$ cat src/rtl/simd_node_pkg.sv
package simd_node_pkg;
  localparam int unsigned INSN_W = 16;
  localparam logic [3:0] OP_NOP   = 4'd0;
  localparam logic [3:0] OP_SETF  = 4'd1;
  localparam logic [3:0] OP_CLRF  = 4'd2;
  localparam logic [3:0] OP_XCHG  = 4'd3;
  localparam logic [3:0] OP_GOLOC = 4'd4;
  localparam logic [3:0] OP_RECAP = 4'd5;
  localparam logic [INSN_W-1:0] MARKER_WORD = 16'hFFFF;

  typedef enum logic [1:0] {S_GLB, S_FETCH, S_EXEC, S_XCHG} seq_st_e;
endpackage

$ cat src/rtl/simd_glb_rx.sv
module simd_glb_rx #(
  parameter int unsigned FRAME_W = 16
) (
  input  logic               clk,
  input  logic               rst_n,
  input  logic               din,
  output logic               frm_vld,
  output logic [FRAME_W-1:0] frm
);
  localparam int unsigned CNT_W = $clog2(FRAME_W);

  logic               busy_q, busy_d;
  logic [CNT_W-1:0]   cnt_q, cnt_d;
  logic [FRAME_W-1:0] sh_q, sh_d, frm_q, frm_d;
  logic               vld_q, vld_d;

  always_comb begin
    busy_d = busy_q;
    cnt_d  = cnt_q;
    sh_d   = sh_q;
    frm_d  = frm_q;
    vld_d  = 1'b0;
    if (!busy_q) begin
      if (din) begin
        busy_d = 1'b1;
        cnt_d  = '0;
      end
    end else begin
      sh_d  = {sh_q[FRAME_W-2:0], din};
      cnt_d = cnt_q + CNT_W'(1);
      if (cnt_q == CNT_W'(FRAME_W-1)) begin
        busy_d = 1'b0;
        vld_d  = 1'b1;
        frm_d  = sh_d;
      end
    end
  end

  always_ff @(posedge clk or negedge rst_n) begin
    if (!rst_n) begin
      busy_q <= 1'b0;
      cnt_q  <= '0;
      sh_q   <= '0;
      frm_q  <= '0;
      vld_q  <= 1'b0;
    end else begin
      busy_q <= busy_d;
      cnt_q  <= cnt_d;
      sh_q   <= sh_d;
      frm_q  <= frm_d;
      vld_q  <= vld_d;
    end
  end

  assign frm_vld = vld_q;
  assign frm     = frm_q;

  AST_FRAME_PULSE: assert property (@(posedge clk) disable iff (!rst_n)
    frm_vld |=> !frm_vld);
endmodule

$ cat src/rtl/simd_xchg.sv
module simd_xchg #(
  parameter int unsigned WORD_W = 16
) (
  input  logic              clk,
  input  logic              rst_n,
  input  logic              start,
  input  logic              abort,
  input  logic [1:0]        dir,
  input  logic [WORD_W-1:0] tx_word,
  input  logic [3:0]        link_en,
  input  logic [3:0]        nb_in,
  output logic [3:0]        nb_out,
  output logic              done,
  output logic [WORD_W-1:0] rx_word
);
  localparam int unsigned CNT_W = $clog2(WORD_W);

  logic              busy_q, busy_d, done_q, done_d;
  logic [1:0]        dir_q, dir_d;
  logic [CNT_W-1:0]  cnt_q, cnt_d;
  logic [WORD_W-1:0] tx_q, tx_d, rsh_q, rsh_d, rx_q, rx_d;
  logic [1:0]        src;
  logic              in_bit;

  assign src    = dir_q ^ 2'b10;
  assign in_bit = nb_in[src] & link_en[src];

  always_comb begin
    busy_d = busy_q;
    done_d = 1'b0;
    dir_d  = dir_q;
    cnt_d  = cnt_q;
    tx_d   = tx_q;
    rsh_d  = rsh_q;
    rx_d   = rx_q;
    if (abort) begin
      busy_d = 1'b0;
    end else if (start && !busy_q) begin
      busy_d = 1'b1;
      dir_d  = dir;
      cnt_d  = '0;
      tx_d   = tx_word;
    end else if (busy_q) begin
      tx_d  = {tx_q[WORD_W-2:0], 1'b0};
      rsh_d = {rsh_q[WORD_W-2:0], in_bit};
      cnt_d = cnt_q + CNT_W'(1);
      if (cnt_q == CNT_W'(WORD_W-1)) begin
        busy_d = 1'b0;
        done_d = 1'b1;
        rx_d   = rsh_d;
      end
    end
  end

  always_ff @(posedge clk or negedge rst_n) begin
    if (!rst_n) begin
      busy_q <= 1'b0;
      done_q <= 1'b0;
      dir_q  <= 2'd0;
      cnt_q  <= '0;
      tx_q   <= '0;
      rsh_q  <= '0;
      rx_q   <= '0;
    end else begin
      busy_q <= busy_d;
      done_q <= done_d;
      dir_q  <= dir_d;
      cnt_q  <= cnt_d;
      tx_q   <= tx_d;
      rsh_q  <= rsh_d;
      rx_q   <= rx_d;
    end
  end

  always_comb begin
    nb_out = '0;
    if (busy_q) nb_out[dir_q] = tx_q[WORD_W-1];
  end

  assign done    = done_q;
  assign rx_word = rx_q;

  AST_ONE_PORT: assert property (@(posedge clk) disable iff (!rst_n)
    $onehot0(nb_out));
  AST_QUIET_IDLE: assert property (@(posedge clk) disable iff (!rst_n)
    done |-> nb_out == 4'b0000);
endmodule

$ cat src/rtl/simd_node_seq.sv
module simd_node_seq
  import simd_node_pkg::*;
#(
  parameter int unsigned ADDR_W = 8
) (
  input  logic              clk,
  input  logic              rst_n,
  input  logic              frm_vld,
  input  logic [INSN_W-1:0] frm,
  input  logic              recap,
  input  logic [INSN_W-1:0] mem_rdata,
  input  logic              xchg_done,
  output logic              mem_rd_en,
  output logic [ADDR_W-1:0] mem_addr,
  output logic              xchg_start,
  output logic              xchg_abort,
  output logic [1:0]        xchg_dir,
  output logic              flag,
  output logic              local_mode,
  output logic              exec_stb,
  output logic [INSN_W-1:0] exec_op
);
  seq_st_e           state_q, state_d;
  logic              flag_q, flag_d, auto_q, auto_d, stb_q, stb_d;
  logic [ADDR_W-1:0] pc_q, pc_d;
  logic [INSN_W-1:0] op_q, op_d, insn;
  logic [3:0]        opc;
  logic              run, recap_frm;

  assign insn      = (state_q == S_EXEC) ? mem_rdata : frm;
  assign opc       = insn[INSN_W-1:INSN_W-4];
  assign recap_frm = frm_vld && (frm[INSN_W-1:INSN_W-4] == OP_RECAP);

  always_comb begin
    state_d    = state_q;
    flag_d     = flag_q;
    auto_d     = auto_q;
    pc_d       = pc_q;
    stb_d      = 1'b0;
    op_d       = op_q;
    xchg_start = 1'b0;
    xchg_abort = 1'b0;
    run        = 1'b0;
    if (recap || (auto_q && recap_frm)) begin
      state_d    = S_GLB;
      auto_d     = 1'b0;
      xchg_abort = 1'b1;
    end else begin
      unique case (state_q)
        S_GLB:   run = frm_vld;
        S_FETCH: begin
          state_d = S_EXEC;
          pc_d    = pc_q + ADDR_W'(1);
        end
        S_EXEC: begin
          if (mem_rdata == MARKER_WORD) begin
            state_d = S_GLB;
            auto_d  = 1'b0;
          end else begin
            state_d = S_FETCH;
            run     = 1'b1;
          end
        end
        S_XCHG: if (xchg_done) state_d = auto_q ? S_FETCH : S_GLB;
        default: state_d = S_GLB;
      endcase
      if (run) begin
        case (opc)
          OP_SETF: flag_d = 1'b1;
          OP_CLRF: flag_d = 1'b0;
          OP_XCHG: begin
            xchg_start = 1'b1;
            state_d    = S_XCHG;
          end
          OP_GOLOC: if (flag_q) begin
            auto_d  = 1'b1;
            pc_d    = insn[ADDR_W-1:0];
            state_d = S_FETCH;
          end
          OP_NOP, OP_RECAP: ;
          default: if (flag_q) begin
            stb_d = 1'b1;
            op_d  = insn;
          end
        endcase
      end
    end
  end

  always_ff @(posedge clk or negedge rst_n) begin
    if (!rst_n) begin
      state_q <= S_GLB;
      flag_q  <= 1'b0;
      auto_q  <= 1'b0;
      pc_q    <= '0;
      stb_q   <= 1'b0;
      op_q    <= '0;
    end else begin
      state_q <= state_d;
      flag_q  <= flag_d;
      auto_q  <= auto_d;
      pc_q    <= pc_d;
      stb_q   <= stb_d;
      op_q    <= op_d;
    end
  end

  assign mem_rd_en  = (state_q == S_FETCH);
  assign mem_addr   = pc_q;
  assign xchg_dir   = insn[1:0];
  assign flag       = flag_q;
  assign local_mode = auto_q;
  assign exec_stb   = stb_q;
  assign exec_op    = op_q;

  AST_RECAP_WINS: assert property (@(posedge clk) disable iff (!rst_n)
    recap |=> !local_mode);
  AST_EXEC_NEEDS_FLAG: assert property (@(posedge clk) disable iff (!rst_n)
    exec_stb |-> flag);
  AST_FETCH_ONLY_LOCAL: assert property (@(posedge clk) disable iff (!rst_n)
    mem_rd_en |-> local_mode);
  AST_MARKER_EXIT: assert property (@(posedge clk) disable iff (!rst_n)
    (state_q == S_EXEC && mem_rdata == MARKER_WORD) |=> !local_mode);
endmodule

$ cat src/rtl/simd_node_ctrl.sv
module simd_node_ctrl
  import simd_node_pkg::*;
#(
  parameter int unsigned WORD_W = 16,
  parameter int unsigned ADDR_W = 8
) (
  input  logic              clk,
  input  logic              rst_n,
  input  logic              gbl_din,
  input  logic              recap,
  input  logic [3:0]        link_en,
  input  logic [3:0]        nb_in,
  output logic [3:0]        nb_out,
  input  logic [WORD_W-1:0] xchg_tx,
  output logic [WORD_W-1:0] xchg_rx,
  output logic              xchg_done,
  output logic              mem_rd_en,
  output logic [ADDR_W-1:0] mem_addr,
  input  logic [INSN_W-1:0] mem_rdata,
  output logic              flag,
  output logic              local_mode,
  output logic              exec_stb,
  output logic [INSN_W-1:0] exec_op
);
  logic              frm_vld, x_start, x_abort;
  logic [INSN_W-1:0] frm;
  logic [1:0]        x_dir;

  simd_glb_rx #(.FRAME_W(INSN_W)) u_rx (
    .clk(clk), .rst_n(rst_n), .din(gbl_din), .frm_vld(frm_vld), .frm(frm)
  );

  simd_node_seq #(.ADDR_W(ADDR_W)) u_seq (
    .clk(clk), .rst_n(rst_n), .frm_vld(frm_vld), .frm(frm), .recap(recap),
    .mem_rdata(mem_rdata), .xchg_done(xchg_done), .mem_rd_en(mem_rd_en),
    .mem_addr(mem_addr), .xchg_start(x_start), .xchg_abort(x_abort),
    .xchg_dir(x_dir), .flag(flag), .local_mode(local_mode),
    .exec_stb(exec_stb), .exec_op(exec_op)
  );

  simd_xchg #(.WORD_W(WORD_W)) u_xchg (
    .clk(clk), .rst_n(rst_n), .start(x_start), .abort(x_abort), .dir(x_dir),
    .tx_word(xchg_tx), .link_en(link_en), .nb_in(nb_in), .nb_out(nb_out),
    .done(xchg_done), .rx_word(xchg_rx)
  );
endmodule

$ cat config.mk
export PLATFORM = sky130hd
export DESIGN_NAME = simd_node_ctrl
export DESIGN_NICKNAME = d
export VERILOG_FILES = /design/src/rtl/simd_node_pkg.sv /design/src/rtl/simd_glb_rx.sv /design/src/rtl/simd_xchg.sv /design/src/rtl/simd_node_seq.sv /design/src/rtl/simd_node_ctrl.sv
export SDC_FILE = /design/constraint.sdc
export NUM_CORES = 1
export LEC_CHECK = 0
export ABC_AREA = 1
export BUFFER_PORTS_ARGS = -buffer_cell sky130_fd_sc_hd__buf_2
export CORE_UTILIZATION = 50
export DETAILED_ROUTE_END_ITERATION = 7
export PLACE_DENSITY = 0.72
export SLEW_MARGIN = 0
export SYNTH_ARGS = -nofsm -noshare
export SYNTH_HDL_FRONTEND = slang
export SYNTH_SLANG_ARGS = --single-unit
$ cat constraint.sdc
create_clock -name clk -period 2.5 [get_ports clk]
set_clock_uncertainty 0.05 [all_clocks]
set_input_delay 0.125 -clock clk [delete_from_list [all_inputs] [get_ports clk]]
set_output_delay 0.125 -clock clk [all_outputs]
set_load 0.02 [all_outputs]
==> results of run 1 <==
-- power by group --
| group | switching, mW | internal, mW |
|---|---|---|
| sequential | 0.241 | 2.29 |
| clock | 0.820 | 1.77 |
| combinational | 0.675 | 0.411 |
-- layer usage --
metal  vias to the layer above  routed length, microns  global-route usage, %
met5                         -                       0                      0
met4                         0                     311                  11.84
met3                        33                     708                  6.477
met2                       145                    6191                  38.94
met1                      2287                    5642                  30.70
li1                       2407                       -                      -
-- per-stage QoR --
stage	setup slack [ns]	hold slack, ns	power (mW)
3_3_place_gp	0.4247	0.1138	3.551
2_1_floorplan	0.7079	-0.2206	3.227
4_1_cts	0.3712	0.0002036	6.252
3_5_place_dp	0.3864	0.1240	3.597
6_report	0.3221	0.02515	6.209
5_1_grt	0.1051	0.04846	6.539
-- Yosys cell counts (2+ instances only) --
cell | count | area [sq um]
inv_2 | 6 | 22.52
nand2_1 | 209 | 784.5
o21ai_1 | 20 | 100.1
nand3_1 | 38 | 190.2
o21ai_0 | 86 | 430.4
or2_2 | 6 | 37.54
nor3_1 | 3 | 15.01
a21oi_1 | 9 | 45.04
clkbuf_1 | 15 | 56.30
nand4_1 | 22 | 137.6
nand2_2 | 3 | 18.77
nand3b_1 | 2 | 15.01
xor2_1 | 2 | 17.52
inv_1 | 80 | 300.3
ha_1 | 3 | 37.54
dfrtp_1 | 121 | 3028
mux2i_1 | 2 | 20.02
buf_6 | 2 | 22.52
o21ai_2 | 3 | 26.28
buf_2 | 11 | 55.05
nor2_1 | 21 | 78.83
-- cells by family after synthesis --
family	synth area share [%]
fa+ha+maj	0.6774
flops	54.64
buf+inv	8.512
simple gates	24.05
mux	0.3613
xor+xnor	0.4742
compound gates	11.29
-- area by class of cell --
| class | count | area, sq um | area share [%] |
|---|---|---|---|
| Clock buffer | 25 | 504.2 | 7.125 |
| Clock inverter | 7 | 135.1 | 1.909 |
| Inverter | 87 | 326.6 | 4.615 |
| Multi-Input combinational cell | 438 | 2042 | 28.85 |
| Sequential cell | 121 | 3028 | 42.79 |
| Tap cell | 140 | 175.2 | 2.475 |
| Timing Repair Buffer | 134 | 865.8 | 12.23 |
-- worst paths after layout --
| kind | to | cells after the start | from |
|---|---|---|---|
| max in group asynchronous | u_rx.frm[0] | 3 | rst_n |
| worst max-delay path | u_seq.mem_addr[6] | 12 | u_seq.state_q[1] |
| worst min-delay path | u_xchg.dir_q[0] | 3 | mem_rdata[0] |
| worst max register to register | u_seq.mem_addr[6] | 12 | u_seq.state_q[1] |
| min in group asynchronous | u_seq.exec_op[3] | 2 | rst_n |
| worst min register to register | u_xchg.rx_word[8] | 2 | u_xchg.rx_word[8] |
-- worst max-delay path, delay by kind of cell, from the launching register on --
family / cells / cell delay, ns
buffers and inverters: 3 / 0.47
flip-flops: 1 / 0.42
AND/OR/NAND/NOR: 8 / 1.00
AO/OA/AOI/OAI: 1 / 0.13
-- flip-flops by register name (all words and copies together) (netlist names), 2 cells and up --
name,flops
u_rx.sh_q,15
u_xchg.tx_q,16
u_seq.mem_addr,8
u_xchg.cnt_q,4
u_rx.frm,16
u_xchg.dir_q,2
u_xchg.rx_word,16
u_rx.cnt_q,4
u_xchg.rsh_q,15
u_seq.exec_op,16
u_seq.state_q,2
==> impl_metrics.json, run 1 <==
{
  "firstDrtPassIters": 8,
  "final_cell_mix": "nand2_1, dfrtp_1, buf_2, o21ai_0, inv_1",
  "n_antenna_cell": 0,
  "synthCells": 676,
  "start_kind": "flip-flop",
  "grt_max_degree": 57,
  "min_period_ns": 2.178,
  "synth_edf_count": 0,
  "grt_pass1_vias": 4753,
  "initial_core_util_pct": 51.12,
  "ys_types": 33,
  "finalCoreUtilization_pct": 65.28,
  "io_buffers": 92,
  "dpl.hpwl_mm": 8.445,
  "grt_overflow": 0,
  "synth_fp_nets": 723,
  "place.gp.congestion": 0.8655,
  "fin_cells": 952,
  "drive_above_1_share_pct": 19.21,
  "synth_ff_type": "dfrtp_1",
  "outcome": "complete, but fails checks",
  "irDropWorstVdd_uv": 428.4,
  "cp_slowest_stage_delay_ns": 0.42,
  "crit_slowest_cell": "dfrtp_1",
  "dpl.cell_count": 890,
  "final_area_sq_um": 7077,
  "slew_headroom_pct": 54.29,
  "cts_resized": 0,
  "cts_htree_levels": 4,
  "hold_class": "in2reg",
  "synth.yosys.seq_area_share_pct": 54.64,
  "syn-cell-area_sq_um": 5542,
  "vias": 4872,
  "holdBufCountCts": 30,
  "ios": 93,
  "drc": 2,
  "avgSynthCellArea_sq_um": 8.198,
  "crit_type": "reg2reg",
  "die-area_sq_um": 11510,
  "drv_cap": 0,
  "grt_pass1_wl_mm": 21.60,
  "ant_nets": 0,
  "worst_skew_pair.late_latency_ns": 0.53,
  "cp_data_required_time_ns": 2.87,
  "root_buffer": "clkbuf_8",
  "worstPathCellList": "nand2_2, inv_2, nand2_1, nand2_1, inv_1, nand2_1, nor2_1, nand2_1, inv_2, nand2_1, a21oi_1, nor2_1",
  "slew_violations": 0,
  "final_common_cell": "nand2_1",
  "ys_async_sr_fraction_pct": 100.0,
  "cts.sinks": 121,
  "post_cts.repair.setup_buffers": 0,
  "cts_tree": "yes",
  "violations": "DRC",
  "rsz0062_at_grt": "false",
  "fin_setup_tns_ns": 0,
  "die_x_microns": 107.3,
  "vias_per_cell": 5.118,
  "wl_per_cell_microns": 13.50,
  "worst_slew_pin_slew_ns": 0.6857,
  "yosysWarnings": 0,
  "path_max_fanout": 15,
  "fillCellCount": 881,
  "area_delta_synth_final_pct": 27.70,
  "hold_viol_final": 0,
  "fin_nets": 846,
  "antenna_found_initial": 0,
  "track_usage_pct": 24.35,
  "period_share_pct": 87.12,
  "clockBufferDepth": 2,
  "max_freq_mhz": 459.2,
  "cpMostUsedCell": "nand2_1",
  "setup_violations": 0,
  "drtIter0Drc": 286,
  "power.leakage_nw": 3.713,
  "endpoint_kind": "flip-flop",
  "worst_ep_arrival_time_ns": 2.55,
  "fp-row-count": 38,
  "cts_made_buffers": 17,
  "power_density_nw_per_um2": 877.3,
  "core_sq_um": 10840,
  "drt-total-wl_mm": 12.85,
  "fp.dieH_microns": 107.3,
  "clk_pin_slew_ns": 0.06,
  "dpl_cell_area_sq_um": 6137,
  "reg2reg_slack_ns": 0.32,
  "synth_seq_cells": 121
}
Power figures use the tool's default switching activity.
==> inputs of run 2 (changes only) <==
- PLACE_DENSITY: 0.72 -> 0.75
- clock period: 2.5 -> 1.9 ns (I/O delays scaled with it)
==> run 2 against run 1 <==
Net effect:
- the flow still finishes with violations (DRC)
- sequential cell count is the same
- sequential share of layout area down 0.97 points
- wire length up 3.3%
- utilization grew 1.5 points
- cell count rose by 1.6%
- setup slack lost 0.25 ns
- via count up 2.9%
- global-route usage grew 0.16 points
==> impl_metrics.json, run 2 (synthesis results as in run 1) <==
{
  "pwr-share-seq_pct": 41.5,
  "cts.sinks": 121,
  "track_usage_pct": 24.51,
  "fp.dieH_microns": 107.3,
  "dpl.hpwl_mm": 8.642,
  "period_share_pct": 96.43,
  "root_buffer": "clkbuf_8",
  "slew_headroom_pct": 68.43,
  "p_int_mw": 5.489,
  "cts_tree": "yes",
  "ios": 93,
  "gr-max-usage-layer": "met2",
  "cts_made_buffers": 17,
  "initial_core_util_pct": 51.12,
  "switching_power_mw": 2.451,
  "cts_htree_levels": 4,
  "grtUsageMet3_pct": 5.508,
  "p_total_mw": 7.940,
  "switching_share_pct": 30.87,
  "worst_r2r_path_depth": 13,
  "firstDrtPassIters": 7,
  "crit_type": "reg2reg",
  "drtIter0Drc": 353,
  "drc": 1,
  "power.leakage_nw": 3.782,
  "endpoint_kind": "flip-flop",
  "grt_overflow": 0,
  "cp_data_required_time_ns": 2.32,
  "slew_violations": 0,
  "irDropWorstVdd_uv": 522.5,
  "drt-total-wl_mm": 13.28,
  "rsz0062_at_grt": "true",
  "hold_viol_final": 0,
  "vias_per_cell": 5.183,
  "start_kind": "flip-flop",
  "die-area_sq_um": 11510,
  "antenna_found_initial": 0,
  "grt_pass1_vias": 4752,
  "vias": 5012,
  "p_comb_share_pct": 19.5,
  "clockBufferDepth": 2,
  "ant_nets": 0,
  "final_common_cell": "nand2_1",
  "worst_skew_pair.late_latency_ns": 0.52,
  "holdWs_ns": 0.01884,
  "wl_per_cell_microns": 13.73,
  "worst_ep_arrival_time_ns": 2.25,
  "fp-row-count": 38,
  "cpMostUsedCell": "nand2_1",
  "path_max_fanout": 10,
  "drive_above_1_share_pct": 21.52,
  "violations": "DRC",
  "min_period_ns": 1.832,
  "power_density_nw_per_um2": 1096,
  "grtUsageMet1_pct": 30.94,
  "max_freq_mhz": 545.8,
  "crit_slowest_cell": "dfrtp_1",
  "setup_violations": 0,
  "final_cell_mix": "nand2_1, dfrtp_1, buf_2, o21ai_0, inv_1",
  "outcome": "complete, but fails checks",
  "cp_slowest_stage_delay_ns": 0.40,
  "fin_nets": 861,
  "hold_class": "in2async",
  "n_antenna_cell": 0,
  "core_sq_um": 10840,
  "worst_slew_pin_slew_ns": 0.4736,
  "clk_pin_slew_ns": 0.06,
  "drv_cap": 0,
  "worstPathCellList": "inv_2, nand2_4, inv_4, nand2_1, nand2_2, nand2_2, nor2_8, nand4_1, buf_6, clkbuf_16, nand2_1, nand3_1, nand2_1",
  "grt_pass1_wl_mm": 21.82,
  "grt_max_degree": 48,
  "clkPwrFrac_pct": 39.0,
  "die_x_microns": 107.3,
  "grt.met2_usage_pct": 40.09,
  "area_delta_synth_final_pct": 30.71,
  "place.gp.congestion": 0.8902,
  "fin_setup_tns_ns": 0,
  "io_buffers": 92
}
## run 2: what timing repair did
item | CTS | global route
gates resized for setup | 2 | 13
setup endpoints to repair | 17 | 49
hold buffers | 31 | 0
endpoints found under the hold margin | 157 | 0
buffers inserted | 0 | 2
gates cloned | 0 | 2
## run 2: per-layer routing
layer / vias up / part of all wire [%]
met5: - / 0
met4: 0 / 2.7
met3: 41 / 4.6
met2: 145 / 50
met1: 2387 / 42
li1: 2439 / -
## run 2: metrics by stage
step / setup slack (ns) / cells / instance area (sq um) / utilization (%)
2_1_floorplan: 0.1079 / 676 / 5542 / -
3_3_place_gp: 0.06655 / 900 / 6250 / 57.65
3_5_place_dp: -0.03454 / 900 / 6250 / 57.65
4_1_cts: 0.02319 / 963 / 7148 / 65.94
5_1_grt: -0.01496 / 967 / 7243 / 66.82
6_report: 0.06774 / 967 / 7243 / 66.82
## run 2: path summary, 6_finish.rpt
path | startpoint | to | slack (ns)
hold / removal | rst_n | u_seq.exec_op[7] | 0.02
setup reg to reg | u_seq.state_q[0] | u_xchg.tx_q[9] | 0.07
min in group clk | mem_rdata[15] | u_seq.exec_op[15] | 0.02
max in group asynchronous | rst_n | u_xchg.rx_word[1] | 1.17
hold reg to reg | u_rx.sh_q[1] | u_rx.frm[2] | 0.43
setup / recovery | u_seq.state_q[0] | u_xchg.tx_q[9] | 0.07
## run 2: cell type report
cell class	count	area (sq um)
clock buffers	17	414.1
well taps	140	175.2
inverters	87	341.6
fillers	829	3597
clock inverters	15	168.9
multi-input cells	438	2057
flip-flops and latches	121	3029
repair buffers	149	1057
## run 2: power by group through the flow
stage / combinational [mW] / sequential [mW] / clock [mW]
finish: 1.55 / 3.30 / 3.10
global route: 1.76 / 3.35 / 3.30
CTS: 1.53 / 3.29 / 3.15
detailed placement: 1.45 / 3.33 / 0
global placement: 1.41 / 3.31 / 0
floorplan: 0.975 / 3.27 / 0
## run 2: worst max-delay path: cells and delay by family (launching register included)
| kind | cells | cell delay, ns |
|---|---|---|
| AND/OR/NAND/NOR | 9 | 0.83 |
| buffers and inverters | 4 | 0.50 |
| flip-flops | 1 | 0.40 |
